==> src/rtl/wdr_pkg.sv <==
package wdr_pkg;
  typedef struct packed {
    logic clear;
    logic run;
  } wdogStrobe_t;
endpackage

==> src/rtl/wdr_wdog_dp.sv <==
module wdr_wdog_dp
  import wdr_pkg::*;
#(
  parameter int WDOG_BITS = 18
) (
  input  logic        oscClk,
  input  logic        coldRstN,
  input  wdogStrobe_t strobes,
  output logic        wdogExpire
);
  localparam logic [WDOG_BITS-1:0] CntMax = '1;

  logic [WDOG_BITS-1:0] wdogCnt;

  always_ff @(posedge oscClk or negedge coldRstN) begin
    if (!coldRstN) begin
      wdogCnt <= '0;
    end else if (strobes.clear || !strobes.run) begin
      wdogCnt <= '0;
    end else begin
      wdogCnt <= wdogCnt + 1'b1;
    end
  end

  assign wdogExpire = strobes.run && (wdogCnt == CntMax);

  // a clear strobe always leaves the counter at zero
  assert_clear_zeroes_R5: assert property (@(posedge oscClk) disable iff (!coldRstN)
    strobes.clear |=> (wdogCnt == '0));

  // an inhibited watchdog never advances
  assert_idle_when_off_R8: assert property (@(posedge oscClk) disable iff (!coldRstN)
    !strobes.run |=> (wdogCnt == '0));
endmodule

==> src/rtl/wdr_ctrl.sv <==
module wdr_ctrl
  import wdr_pkg::*;
#(
  parameter int ADDR_W       = 13,
  parameter int SERVICE_ADDR = 'h1FF0,
  parameter int POR_CYCLES   = 4064
) (
  input  logic              oscClk,
  input  logic              coldRstN,
  input  logic              extRstN,
  input  logic              wdogEnable,
  input  logic              testVolt,
  input  logic              busWrEn,
  input  logic [ADDR_W-1:0] busAddr,
  input  logic              busWrBit0,
  input  logic              wdogExpire,
  output wdogStrobe_t       strobes,
  output logic              busTick,
  output logic              chipRst
);
  localparam int PorW = $clog2(POR_CYCLES + 1);
  localparam logic [PorW-1:0] PorLast = PorW'(POR_CYCLES);
  localparam logic [ADDR_W-1:0] SvcAddr = ADDR_W'(SERVICE_ADDR);

  logic            busPhase;
  logic [1:0]      extSync;
  logic [PorW-1:0] porCnt;
  logic            porBusy;
  logic            wdogPend;
  logic            serviceHit;
  logic            rstReq;
  logic            chipRstQ;

  assign porBusy    = (porCnt != PorLast);
  assign serviceHit = busPhase && busWrEn && (busAddr == SvcAddr) && !busWrBit0;
  assign rstReq     = extSync[1] || porBusy || wdogPend || wdogExpire;

  always_ff @(posedge oscClk or negedge coldRstN) begin
    if (!coldRstN) begin
      busPhase <= 1'b0;
      extSync  <= 2'b11;
      porCnt   <= '0;
      wdogPend <= 1'b0;
      chipRstQ <= 1'b1;
    end else begin
      busPhase <= ~busPhase;
      extSync  <= {extSync[0], ~extRstN};
      if (busPhase && porBusy) porCnt <= porCnt + 1'b1;
      wdogPend <= (wdogPend || wdogExpire) && !busPhase;
      if (busPhase) chipRstQ <= rstReq;
    end
  end

  assign strobes.clear = chipRstQ || serviceHit;
  assign strobes.run   = wdogEnable && !testVolt;
  assign busTick       = busPhase;
  assign chipRst       = chipRstQ;

  // the reset output only moves on bus ticks
  assert_rst_on_tick_R1: assert property (@(posedge oscClk) disable iff (!coldRstN)
    !busPhase |=> $stable(chipRstQ));

  // power-up hold-off keeps reset asserted
  assert_por_holds_R2: assert property (@(posedge oscClk) disable iff (!coldRstN)
    (porBusy && busPhase) |=> chipRstQ);

  // a synchronized external reset reaches the output
  assert_ext_reaches_R3: assert property (@(posedge oscClk) disable iff (!coldRstN)
    (extSync[1] && busPhase) |=> chipRstQ);

  // every reset pulse lasts at least a full bus cycle
  assert_min_width_R7: assert property (@(posedge oscClk) disable iff (!coldRstN)
    $rose(chipRstQ) |=> chipRstQ);
endmodule

==> src/rtl/wdr_top.sv <==
module wdr_top #(
  parameter int ADDR_W       = 13,
  parameter int DATA_W       = 8,
  parameter int SERVICE_ADDR = 'h1FF0,
  parameter int POR_CYCLES   = 4064,
  parameter int WDOG_BITS    = 18
) (
  input  logic              oscClk,
  input  logic              coldRstN,
  input  logic              extRstN,
  input  logic              wdogEnable,
  input  logic              testVolt,
  input  logic              busWrEn,
  input  logic [ADDR_W-1:0] busAddr,
  input  logic [DATA_W-1:0] busWrData,
  output logic              busTick,
  output logic              chipRst
);
  import wdr_pkg::*;

  wdogStrobe_t strobes;
  logic        wdogExpire;
  logic        unusedDataBits;

  assign unusedDataBits = ^busWrData[DATA_W-1:1];

  wdr_ctrl #(
    .ADDR_W(ADDR_W),
    .SERVICE_ADDR(SERVICE_ADDR),
    .POR_CYCLES(POR_CYCLES)
  ) ctrl (
    .oscClk(oscClk),
    .coldRstN(coldRstN),
    .extRstN(extRstN),
    .wdogEnable(wdogEnable),
    .testVolt(testVolt),
    .busWrEn(busWrEn),
    .busAddr(busAddr),
    .busWrBit0(busWrData[0]),
    .wdogExpire(wdogExpire),
    .strobes(strobes),
    .busTick(busTick),
    .chipRst(chipRst)
  );

  wdr_wdog_dp #(
    .WDOG_BITS(WDOG_BITS)
  ) wdog (
    .oscClk(oscClk),
    .coldRstN(coldRstN),
    .strobes(strobes),
    .wdogExpire(wdogExpire)
  );
endmodule

==> config.mk <==
export PLATFORM = sky130hd
export DESIGN_NAME = wdr_top
export DESIGN_NICKNAME = d
export VERILOG_FILES = /design/src/rtl/wdr_pkg.sv /design/src/rtl/wdr_wdog_dp.sv /design/src/rtl/wdr_ctrl.sv /design/src/rtl/wdr_top.sv
export SDC_FILE = /design/constraint.sdc
export NUM_CORES = 1
export LEC_CHECK = 0
export ABC_CLOCK_PERIOD_IN_PS = 2520
export BUFFER_PORTS_ARGS = -buffer_cell sky130_fd_sc_hd__buf_4
export CORE_ASPECT_RATIO = 1.4
export CORE_MARGIN = 8
export CORE_UTILIZATION = 50
export DETAILED_ROUTE_END_ITERATION = 7
export PLACE_DENSITY = 0.73
export SKIP_LAST_GASP = 1
export SYNTH_ARGS = -nofsm -noshare
export SYNTH_HDL_FRONTEND = slang
export SYNTH_HIERARCHICAL = 1
export SYNTH_SLANG_ARGS = --single-unit
==> constraint.sdc <==
create_clock -name oscClk -period 2.52 [get_ports oscClk]
set_clock_uncertainty 0.1 [all_clocks]
set_input_delay 0.252 -clock oscClk [delete_from_list [all_inputs] [get_ports oscClk]]
set_output_delay 0.252 -clock oscClk [all_outputs]
set_load 0.01 [all_outputs]
==> flow_summary.json, run 1 <==
{
  "drive_gt1_share_pct": 21.2,
  "peakVddDrop_uv": 398,
  "cts_buffers": 5,
  "vias": 1275,
  "synthCells": 163,
  "p_seq_share_pct": 57.5,
  "core_region_area_mm2": 0.00332,
  "crit_buf_inv": 0,
  "cts.htree.levels": 2,
  "io_buffers": 21,
  "grt_max_degree": 36,
  "diodes": 0,
  "seq_area_um2": 880,
  "period_needed_ns": 1.89,
  "ys.flop_type": "dfrtp_1",
  "synth_edf_count": 0,
  "root_buffer": "clkbuf_8",
  "cp_cell_sequence": "or4b_4 -> o41ai_4 -> mux2_4",
  "wl_per_cell_um": 14.7,
  "syn_avg_cell_area_um2": 10.4,
  "outcome": "completed",
  "rows": 25,
  "synth_top_area_cell": "dfrtp_1",
  "r2r_setup_slack_ns": 0.63,
  "instances_no_fill": 233,
  "cpMaxStageDelayCell": "or4b_4",
  "rsz0062_at_grt": "no",
  "globalplace.congestion": 0.727,
  "finalSetupViolCount": 0,
  "ios": 29,
  "combPwrFrac_pct": 3.9,
  "slowest_delay_ns": 0.57,
  "antenna_left": 0,
  "cp_data_arrival_time_ns": 1.95,
  "p_int_mw": 0.781,
  "antenna_found_initial": 0,
  "cp_data_required_time_ns": 2.58,
  "first_global_vias": 1389,
  "drc_errors": 0,
  "die_width_um": 65.2,
  "holdWs_ns": 0.262,
  "grt_pass1_wl_um": 5750,
  "p_leak_nw": 0.868,
  "max_freq_ghz": 0.530,
  "hp-class": "reg -> reg",
  "worstSetupPathType": "reg -> reg",
  "cts_tree": "done",
  "routed_via_density": 5.47,
  "cpLargestDelayFamily": "simple AND/OR/NAND/NOR gates",
  "tightest_slew_ns": 0.437,
  "finalPower_mw": 0.983,
  "dr_wl_met3_um": 124,
  "synth.distinct_cells": 33,
  "max-cap-violations": 0,
  "grt_overflow": 0,
  "async_flop_share_pct": 100,
  "ys_seq_area_share_pct": 51.9,
  "synth_top_cell_area_share_pct": 47.3,
  "multi_input_area_um2": 764,
  "post-route-period-util_pct": 74.9,
  "final_nets": 222,
  "syn_to_final_growth_pct": 18.6,
  "first_iter_violations": 45,
  "finalMaxSlewViolations": 0,
  "cts.clk_slew.worst_paths_ns": 0.07,
  "dieArea_mm2": 0.00553,
  "dr_wl_met2_um": 2020,
  "start_util_pct": 51.1,
  "power_switching_mw": 0.202,
  "power.density_mw_per_mm2": 489,
  "die_h_um": 84.9,
  "start_kind": "flop",
  "pwr-share-clk_pct": 38.7,
  "synth_area_leaders": "dfrtp_1 (47%), xnor2_1 (7.2%), dfstp_2 (4.7%)",
  "tns_ns": 0,
  "layout_setup_ws_ns": 0.633,
  "hold_viol": 0,
  "grtUsageTotal_pct": 13.0,
  "synth_area_mm2": 0.00169,
  "end_kind": "flop",
  "cp_max_fo": 6,
  "synth_nets": 193,
  "dp_hpwl_um": 2520,
  "wl_um": 3440,
  "cts.sinks": 35,
  "top_layer": "met4",
  "synth_seq_cells": 35,
  "place_ws_ns": 0.596,
  "yosys_warnings": 6,
  "clockBufferDepth": 2,
  "switching_share_pct": 20.6,
  "clkLatencyLatePin_ns": 0.28,
  "m1WireLength_um": 1280,
  "dr.pass1.iters": 4,
  "fillers": 265,
  "slew_headroom_pct": 70.9,
  "place_inst": 223
}
-- what timing repair did --
action                     CTS  global route
setup endpoints to repair    0             0
hold buffers                 2             0
buffers inserted             0             0
gates resized for setup      0             0
hold endpoints to repair    33             0
-- metal layers --
metal	up-vias	GRT usage [%]
met5	-	0
met4	0	5.18
met3	2	4.08
met2	29	24.6
met1	616	12.2
li1	628	-
-- cell usage in the layout, fill, tap and decap left out, types with 4 or more instances in the layout --
cell type   n
dfrtp_1    32
nor2_1     18
a21oi_1     4
nor3_1      6
nand4_1     9
buf_4      24
clkbuf_8    5
xnor2_1    14
o21ai_0     5
nor4_1      8
xor2_1      8
nand2_1     9
nand3_1     8
or3_1       4
inv_1       9
-- cell usage after synthesis (2+ instances only) --
cell type / count
dfrtp_1: 32
nor2_1: 18
xnor2_1: 14
inv_1: 9
nand2_1: 9
nand4_1: 9
nand3_1: 8
nor4_1: 8
xor2_1: 8
nor3_1: 6
o21ai_0: 5
a21oi_1: 4
or3_1: 4
and3_1: 3
dfstp_2: 3
ha_1: 3
clkbuf_1: 2
nand4b_1: 2
or2_2: 2
-- cells by family after synthesis --
logic type	synth area share [%]
simple gates	25.5
flops	51.9
xor+xnor	11.4
buf+inv	2.95
compound gates	5.17
fa+ha+maj	2.22
mux	0.886
-- through the flow --
stage	area (µm²)	utilization (%)
3_5_place_dp	1910	57.5
2_1_floorplan	1690	-
6_report	2010	60.6
3_3_place_gp	1910	57.5
5_1_grt	2010	60.6
4_1_cts	2010	60.6
-- final cells by class --
cell class / count / share of cell area (%)
flip-flops and latches: 35 / 43.8
multi-input cells: 115 / 38.0
repair buffers: 26 / 9.96
clock buffers: 7 / 3.80
well taps: 40 / 2.49
inverters: 9 / 1.68
clock inverters: 1 / 0.249
-- power by group through the flow --
| stage | registers, mW | clock network, mW | logic, mW |
|---|---|---|---|
| floorplan | 0.576 | 0 | 0.00322 |
| detailed placement | 0.576 | 0 | 0.0365 |
| global route | 0.565 | 0.417 | 0.0425 |
| global placement | 0.576 | 0 | 0.0353 |
| finish | 0.565 | 0.380 | 0.0380 |
| CTS | 0.565 | 0.392 | 0.0389 |
-- flip-flops by register name, summed over array words and instances, names as in the netlist --
name	flops
ctrl/extSync	2
ctrl/wdogPend	1
ctrl/chipRst	1
ctrl/busTick	1
wdog/wdogCnt	18
ctrl/porCnt	12
-- worst paths after layout --
kind | from | end | cells past startpoint
max in group asynchronous | coldRstN | ctrl/chipRst$_DFFE_PN1P_ | 2
min in group asynchronous | coldRstN | ctrl/porCnt[7]$_DFFE_PN0P_ | 2
min | ctrl/extSync[0]$_DFF_PN1_ | ctrl/extSync[1]$_DFF_PN1_ | 0
max reg2reg | ctrl/porCnt[4]$_DFFE_PN0P_ | ctrl/porCnt[1]$_DFFE_PN0P_ | 3
min reg2reg | ctrl/extSync[0]$_DFF_PN1_ | ctrl/extSync[1]$_DFF_PN1_ | 0
max | ctrl/porCnt[4]$_DFFE_PN0P_ | ctrl/porCnt[1]$_DFFE_PN0P_ | 3
No activity file was read; power rests on OpenSTA's default activity.
==> inputs of run 2 (changes only) <==
--- a/config.mk
+++ b/config.mk
@@ -5,13 +5,14 @@
 export SDC_FILE = /design/constraint.sdc
 export NUM_CORES = 1
 export LEC_CHECK = 0
-export ABC_CLOCK_PERIOD_IN_PS = 2520
+export ABC_AREA = 1
+export ABC_CLOCK_PERIOD_IN_PS = 1600
 export BUFFER_PORTS_ARGS = -buffer_cell sky130_fd_sc_hd__buf_4
 export CORE_ASPECT_RATIO = 1.4
 export CORE_MARGIN = 8
 export CORE_UTILIZATION = 50
 export DETAILED_ROUTE_END_ITERATION = 7
-export PLACE_DENSITY = 0.73
+export PLACE_DENSITY = 0.75
 export SKIP_LAST_GASP = 1
 export SYNTH_ARGS = -nofsm -noshare
 export SYNTH_HDL_FRONTEND = slang
==> constraint.sdc (replaced) <==
create_clock -name oscClk -period 1.6 [get_ports oscClk]
set_clock_uncertainty 0.1 [all_clocks]
set_input_delay 0.16 -clock oscClk [delete_from_list [all_inputs] [get_ports oscClk]]
set_output_delay 0.16 -clock oscClk [all_outputs]
set_load 0.01 [all_outputs]
==> run 2 against run 1 <==
Net effect: sequential cell count is the same; cell count grew 52%; first-iteration DRC count increased by 87%; critical path type unchanged; largest cell class is now multi-input combinational cells; via count rose by 33%; register-to-register slack lost 0.61 ns; global-route usage rose by 1.2 points; cell area rose by 21%; routed wire length up 17%.
==> flow_summary.json, run 2 <==
{
  "cts.htree.levels": 2,
  "synth_edf_count": 0,
  "top_register": "wdog/wdogCnt",
  "grt_pass1_wl_um": 6950,
  "rows": 27,
  "place_inst": 339,
  "clkLatencyLatePin_ns": 0.29,
  "first_iter_violations": 84,
  "final_nets": 339,
  "vias": 1700,
  "min-delay-start": "testVolt",
  "finalPower_mw": 1.77,
  "synth_seq_cells": 35,
  "die_h_um": 89.9,
  "instances_no_fill": 353,
  "fillers": 354,
  "layout_setup_ws_ns": 0.0243,
  "start_util_pct": 50.6,
  "fin_util_pct": 63.2,
  "first_global_vias": 1722,
  "wl_um": 4030,
  "yosys_warnings": 6,
  "final_common_cell": "nand2_1",
  "drive_gt1_share_pct": 23.5,
  "dieArea_mm2": 0.00618,
  "finalSetupViolCount": 0,
  "synth_top_cell_area_share_pct": 41.1,
  "synth_area_leaders": "dfrtp_1 (41%), nand2_1 (17%), nor2_1 (7.9%)",
  "synth.distinct_cells": 24,
  "cp_max_fo": 2,
  "finalInstanceArea_mm2": 0.00243,
  "slowest_delay_ns": 0.36,
  "grt_overflow": 0,
  "start_kind": "flop",
  "clockBufferDepth": 2,
  "syn_avg_cell_area_um2": 7.27,
  "end_kind": "flop",
  "synth_nets": 298,
  "max_freq_ghz": 0.635,
  "synth_top_area_cell": "dfrtp_1",
  "routed_via_density": 4.82,
  "cts.sinks": 35,
  "core_region_area_mm2": 0.00385,
  "ys_seq_area_share_pct": 45.2,
  "grt_max_degree": 36,
  "antenna_left": 0,
  "ys.flop_type": "dfrtp_1",
  "cts_buffers": 5,
  "cp_data_required_time_ns": 1.72,
  "io_buffers": 21,
  "syn_to_final_growth_pct": 24.9,
  "post-route-period-util_pct": 98.5,
  "reg.largest.list": "wdog/wdogCnt: 18 flops, ctrl/porCnt: 12 flops, ctrl/extSync: 2 flops",
  "diodes": 0,
  "crit_start": "wdog/wdogCnt[0]$_DFF_PN0_",
  "synthCells": 268,
  "tns_ns": 0,
  "period_needed_ns": 1.58,
  "finalMaxSlewViolations": 0,
  "largest_reg_flops": 18,
  "worstSetupPathType": "reg -> reg",
  "holdWs_ns": 0.128,
  "synth_area_mm2": 0.00195,
  "cpMaxStageDelayCell": "dfrtp_1",
  "cp_data_arrival_time_ns": 1.69,
  "p_leak_nw": 1.17,
  "timing.rr.start": "wdog/wdogCnt[0]$_DFF_PN0_",
  "hold_viol": 0,
  "peakVddDrop_uv": 649,
  "layout_common_cells": "nand2_1 (86), nor2_1 (37), buf_4 (34)",
  "place_area_mm2": 0.00222,
  "die_width_um": 68.8,
  "max-cap-violations": 0,
  "synthTopCellsByCount": "nand2_1 (88), nor2_1 (41), inv_1 (34)",
  "async_flop_share_pct": 100,
  "wl_per_cell_um": 11.4,
  "place_ws_ns": -0.0650,
  "rsz0062_at_grt": "yes",
  "cts.clk_slew.worst_paths_ns": 0.07,
  "dr.pass1.iters": 4,
  "tightest_slew_ns": 0.441,
  "cts_tree": "done",
  "outcome": "completed",
  "synth_most_common_cell": "nand2_1",
  "dp_hpwl_um": 2980,
  "drc_errors": 0,
  "cp_cell_sequence": "ha_2 -> nand2_2 -> nor2_4 -> nand2_2 -> nor2_4 -> nand3_2 -> nor2_2 -> inv_2 -> nand3_2 -> nor2_1 -> a21oi_1",
  "hp-class": "in -> reg",
  "power.density_mw_per_mm2": 728,
  "globalplace.congestion": 0.842,
  "ios": 29,
  "root_buffer": "clkbuf_8",
  "slew_headroom_pct": 70.6,
  "antenna_found_initial": 0,
  "grtUsageTotal_pct": 14.2
}
## run 2: kinds of logic (layout without fill, tap and decap cells)
kind of cell | after synthesis | after routing | share of synthesized area, %
DFF | 35 | 35 | 45.2
AOI/OAI and AO/OA | 20 | 20 | 5.14
buffers and inverters | 40 | 82 | 8.54
adders and majority gates | 3 | 3 | 1.93
and+or+nand+nor | 163 | 163 | 36.1
xor gates and xnor gates | 7 | 7 | 3.15
## run 2: power by group
group | total, mW | switching, mW | internal, mW
clock | 0.821 | 0.317 | 0.504
combinational | 0.0624 | 0.0268 | 0.0355
sequential | 0.890 | 0.000584 | 0.889
## run 2: what timing repair did
| action | 4_1_cts | 5_1_grt |
|---|---|---|
| hold buffers | 2 | 0 |
| endpoints found under the hold margin | 33 | 0 |
| pin swaps | 0 | 9 |
| buffers inserted | 0 | 4 |
| endpoints found under the setup margin | 1 | 15 |
| gates resized for setup | 2 | 15 |
## run 2: path summary, 6_finish.rpt
kind	endpoint	slack [ns]	depth (start not counted)
worst max-delay path	ctrl/chipRst$_DFFE_PN1P_	0.02	11
worst min-delay path	ctrl/wdogPend$_DFF_PN0_	0.13	6
worst max register to register	ctrl/chipRst$_DFFE_PN1P_	0.02	11
worst min register to register	ctrl/extSync[1]$_DFF_PN1_	0.26	0
max in group asynchronous	ctrl/chipRst$_DFFE_PN1P_	0.80	2
min in group asynchronous	wdog/wdogCnt[6]$_DFF_PN0_	0.25	2
## run 2: area by class of cell
| type | instances | area, µm² | area share, % |
|---|---|---|---|
| Inverter | 37 | 141 | 5.81 |
| Sequential cell | 35 | 881 | 36.2 |
| Tap cell | 43 | 53.8 | 2.21 |
| Timing Repair Buffer | 37 | 295 | 12.1 |
| Clock inverter | 2 | 35.0 | 1.44 |
| Clock buffer | 6 | 82.6 | 3.39 |
| Multi-Input combinational cell | 193 | 945 | 38.8 |
## run 2: worst max-delay path: cells and delay by family (launching register included)
kind / cells / cell delay [ns]
flip-flops: 1 / 0.36
buffers and inverters: 1 / 0.05
adder cells (fa/ha/maj): 1 / 0.19
AO/OA/AOI/OAI: 1 / 0.10
AND/OR/NAND/NOR: 8 / 0.70
## run 2: per-layer routing
layer | track usage, % | wire (µm)
met1 | 13.6 | 1580
met2 | 26.8 | 2300
met3 | 3.48 | 112
met4 | 5.38 | 36
met5 | 0 | 0
==> inputs of run 3 (changes only) <==
--- a/config.mk
+++ b/config.mk
@@ -10,9 +10,9 @@
 export BUFFER_PORTS_ARGS = -buffer_cell sky130_fd_sc_hd__buf_4
 export CORE_ASPECT_RATIO = 1.4
 export CORE_MARGIN = 8
-export CORE_UTILIZATION = 50
+export CORE_UTILIZATION = 40
 export DETAILED_ROUTE_END_ITERATION = 7
-export PLACE_DENSITY = 0.75
+export PLACE_DENSITY = 0.63
 export SKIP_LAST_GASP = 1
 export SYNTH_ARGS = -nofsm -noshare
 export SYNTH_HDL_FRONTEND = slang
==> run 3 against run 2 <==
Net effect: first-iteration DRC count rose by 4.8%; clock-buffer cell count rose by 1; critical path depth did not move; maximum frequency fell by 0.28%; die area rose by 20%; utilization fell by 13 points; via count did not move; clock power fell by 25%; sequential power barely moved; cell area fell by 1.3%; combinational power fell by 0.6%; sequential share of layout area rose by 0.42 points.
==> flow_summary.json, run 3 (synthesized netlist as in run 2, its figures left out) <==
{
  "place_ws_ns": 0.00434,
  "cp_cell_sequence": "ha_2 -> nand2_2 -> nor2_4 -> nand2_2 -> nor2_4 -> nand3_2 -> nor2_2 -> inv_1 -> nand3_1 -> nor2_1 -> a21oi_1",
  "first_iter_violations": 88,
  "cts_buffers": 5,
  "fin_util_pct": 50.4,
  "tightest_slew_ns": 0.439,
  "post-route-period-util_pct": 98.8,
  "io_buffers": 21,
  "routed_via_density": 4.57,
  "die_h_um": 98.6,
  "hp-class": "in -> reg",
  "clockBufferDepth": 2,
  "worstSetupPathType": "reg -> reg",
  "crit_start": "wdog/wdogCnt[0]$_DFF_PN0_",
  "cp_max_fo": 2,
  "instances_no_fill": 372,
  "die_width_um": 75.0,
  "min-delay-start": "testVolt",
  "timing.rr.start": "wdog/wdogCnt[0]$_DFF_PN0_",
  "whs_path_depth": 6,
  "hold_end": "ctrl/wdogPend$_DFF_PN0_",
  "wl_um": 4000,
  "drc_errors": 0,
  "r2r_cells": 11,
  "dp_hpwl_um": 2970,
  "antenna_found_initial": 0,
  "core_region_area_mm2": 0.00477,
  "max-cap-violations": 0,
  "end_kind": "flop",
  "grt_max_degree": 36,
  "place_inst": 360,
  "max_freq_ghz": 0.633,
  "start_kind": "flop",
  "cp_data_required_time_ns": 1.72,
  "syn_to_final_growth_pct": 23.3,
  "final_nets": 337,
  "cpMaxStageDelayCell": "dfrtp_1",
  "globalplace.congestion": 0.805,
  "finalSetupViolCount": 0,
  "cts.sinks": 35,
  "dr.pass1.iters": 4,
  "cp_data_arrival_time_ns": 1.70,
  "final_common_cell": "nand2_1",
  "top_register": "wdog/wdogCnt",
  "slowest_delay_ns": 0.36,
  "grt_overflow": 0,
  "peakVddDrop_uv": 519,
  "layout_common_cells": "nand2_1 (85), nor2_1 (37), inv_1 (33)",
  "holdWs_ns": 0.144,
  "vias": 1700,
  "first_global_vias": 1622,
  "root_buffer": "clkbuf_8",
  "layout_setup_ws_ns": 0.0199,
  "ios": 29,
  "rows": 30,
  "grtUsageTotal_pct": 12.0,
  "r2r_setup_slack_ns": 0.02,
  "cts_tree": "done",
  "dieArea_mm2": 0.00739,
  "period_needed_ns": 1.58,
  "reg.largest.list": "wdog/wdogCnt: 18 flops, ctrl/porCnt: 12 flops, ctrl/extSync: 2 flops",
  "antenna_left": 0,
  "hold_viol": 0,
  "timing.rr.end": "ctrl/chipRst$_DFFE_PN1P_",
  "largest_reg_flops": 18,
  "diodes": 0,
  "finalMaxSlewViolations": 0,
  "cts.htree.levels": 2,
  "p_leak_nw": 1.14,
  "drive_gt1_share_pct": 21.4,
  "outcome": "completed",
  "slew_headroom_pct": 70.8,
  "power.density_mw_per_mm2": 653,
  "rsz0062_at_grt": "yes",
  "wl_per_cell_um": 10.8,
  "grt_pass1_wl_um": 7110,
  "cts.clk_slew.worst_paths_ns": 0.07,
  "clkLatencyLatePin_ns": 0.29,
  "start_util_pct": 40.9
}
==> run 3: worst max-delay path by stage <==
| stage | slack [ns] | cells after the start | endpoint |
|---|---|---|---|
| after CTS | -0.02 | 11 | ctrl/chipRst$_DFFE_PN1P_ |
| after detailed placement | 0.004 | 11 | ctrl/chipRst$_DFFE_PN1P_ |
| final | 0.02 | 11 | ctrl/chipRst$_DFFE_PN1P_ |
| after global placement | 0.03 | 11 | ctrl/chipRst$_DFFE_PN1P_ |
| after global routing | -0.15 | 11 | ctrl/chipRst$_DFFE_PN1P_ |
| after floorplan | 0.1 | 11 | ctrl/chipRst$_DFFE_PN1P_ |
==> run 3: repair_timing <==
item / CTS / global route
pin swaps: 0 / 6
gates resized for setup: 0 / 14
endpoints found under the hold margin: 33 / 0
setup endpoints to repair: 1 / 15
hold buffers: 2 / 0
setup buffers: 0 / 2
==> run 3: metrics by stage <==
stage / power [mW] / TNS (ns) / cell area, µm²
global route: 1.64 / -0.216 / 2400
finish: 1.57 / 0 / 2400
detailed placement: 0.967 / 0 / 2250
floorplan: 0.913 / 0 / 1950
CTS: 1.60 / -0.0184 / 2350
global placement: 0.965 / 0 / 2250
==> run 3: area by class of cell <==
type / count / area (µm²)
Clock buffer: 7 / 76.3
Clock inverter: 1 / 5.00
Fill cell: 504 / 2360
Inverter: 37 / 144
Multi-Input combinational cell: 193 / 937
Sequential cell: 35 / 880
Tap cell: 64 / 80.1
Timing Repair Buffer: 35 / 280
==> run 3: worst max-delay path: cells and delay by family (launching register included) <==
family,cells,cell delay (ns)
AND/OR/NAND/NOR,8,0.72
flip-flops,1,0.36
adder cells (fa/ha/maj),1,0.18
AO/OA/AOI/OAI,1,0.10
buffers and inverters,1,0.05
==> run 3: metal layers <==
metal	GRT usage (%)	vias up	part of all wire (%)
li1	-	903	-
met1	13.4	778	41
met2	20.7	11	55
met3	2.54	8	1.9
met4	5.45	0	2.3
met5	0	-	0
==> run 3: power breakdown <==
part	internal [mW]	total (mW)	switching (mW)	leakage [nW]
registers	0.889	0.890	0.000889	0.464
clock network	0.305	0.616	0.311	0.0422
logic	0.0354	0.0620	0.0266	0.632
total	1.23	1.57	0.338	1.14
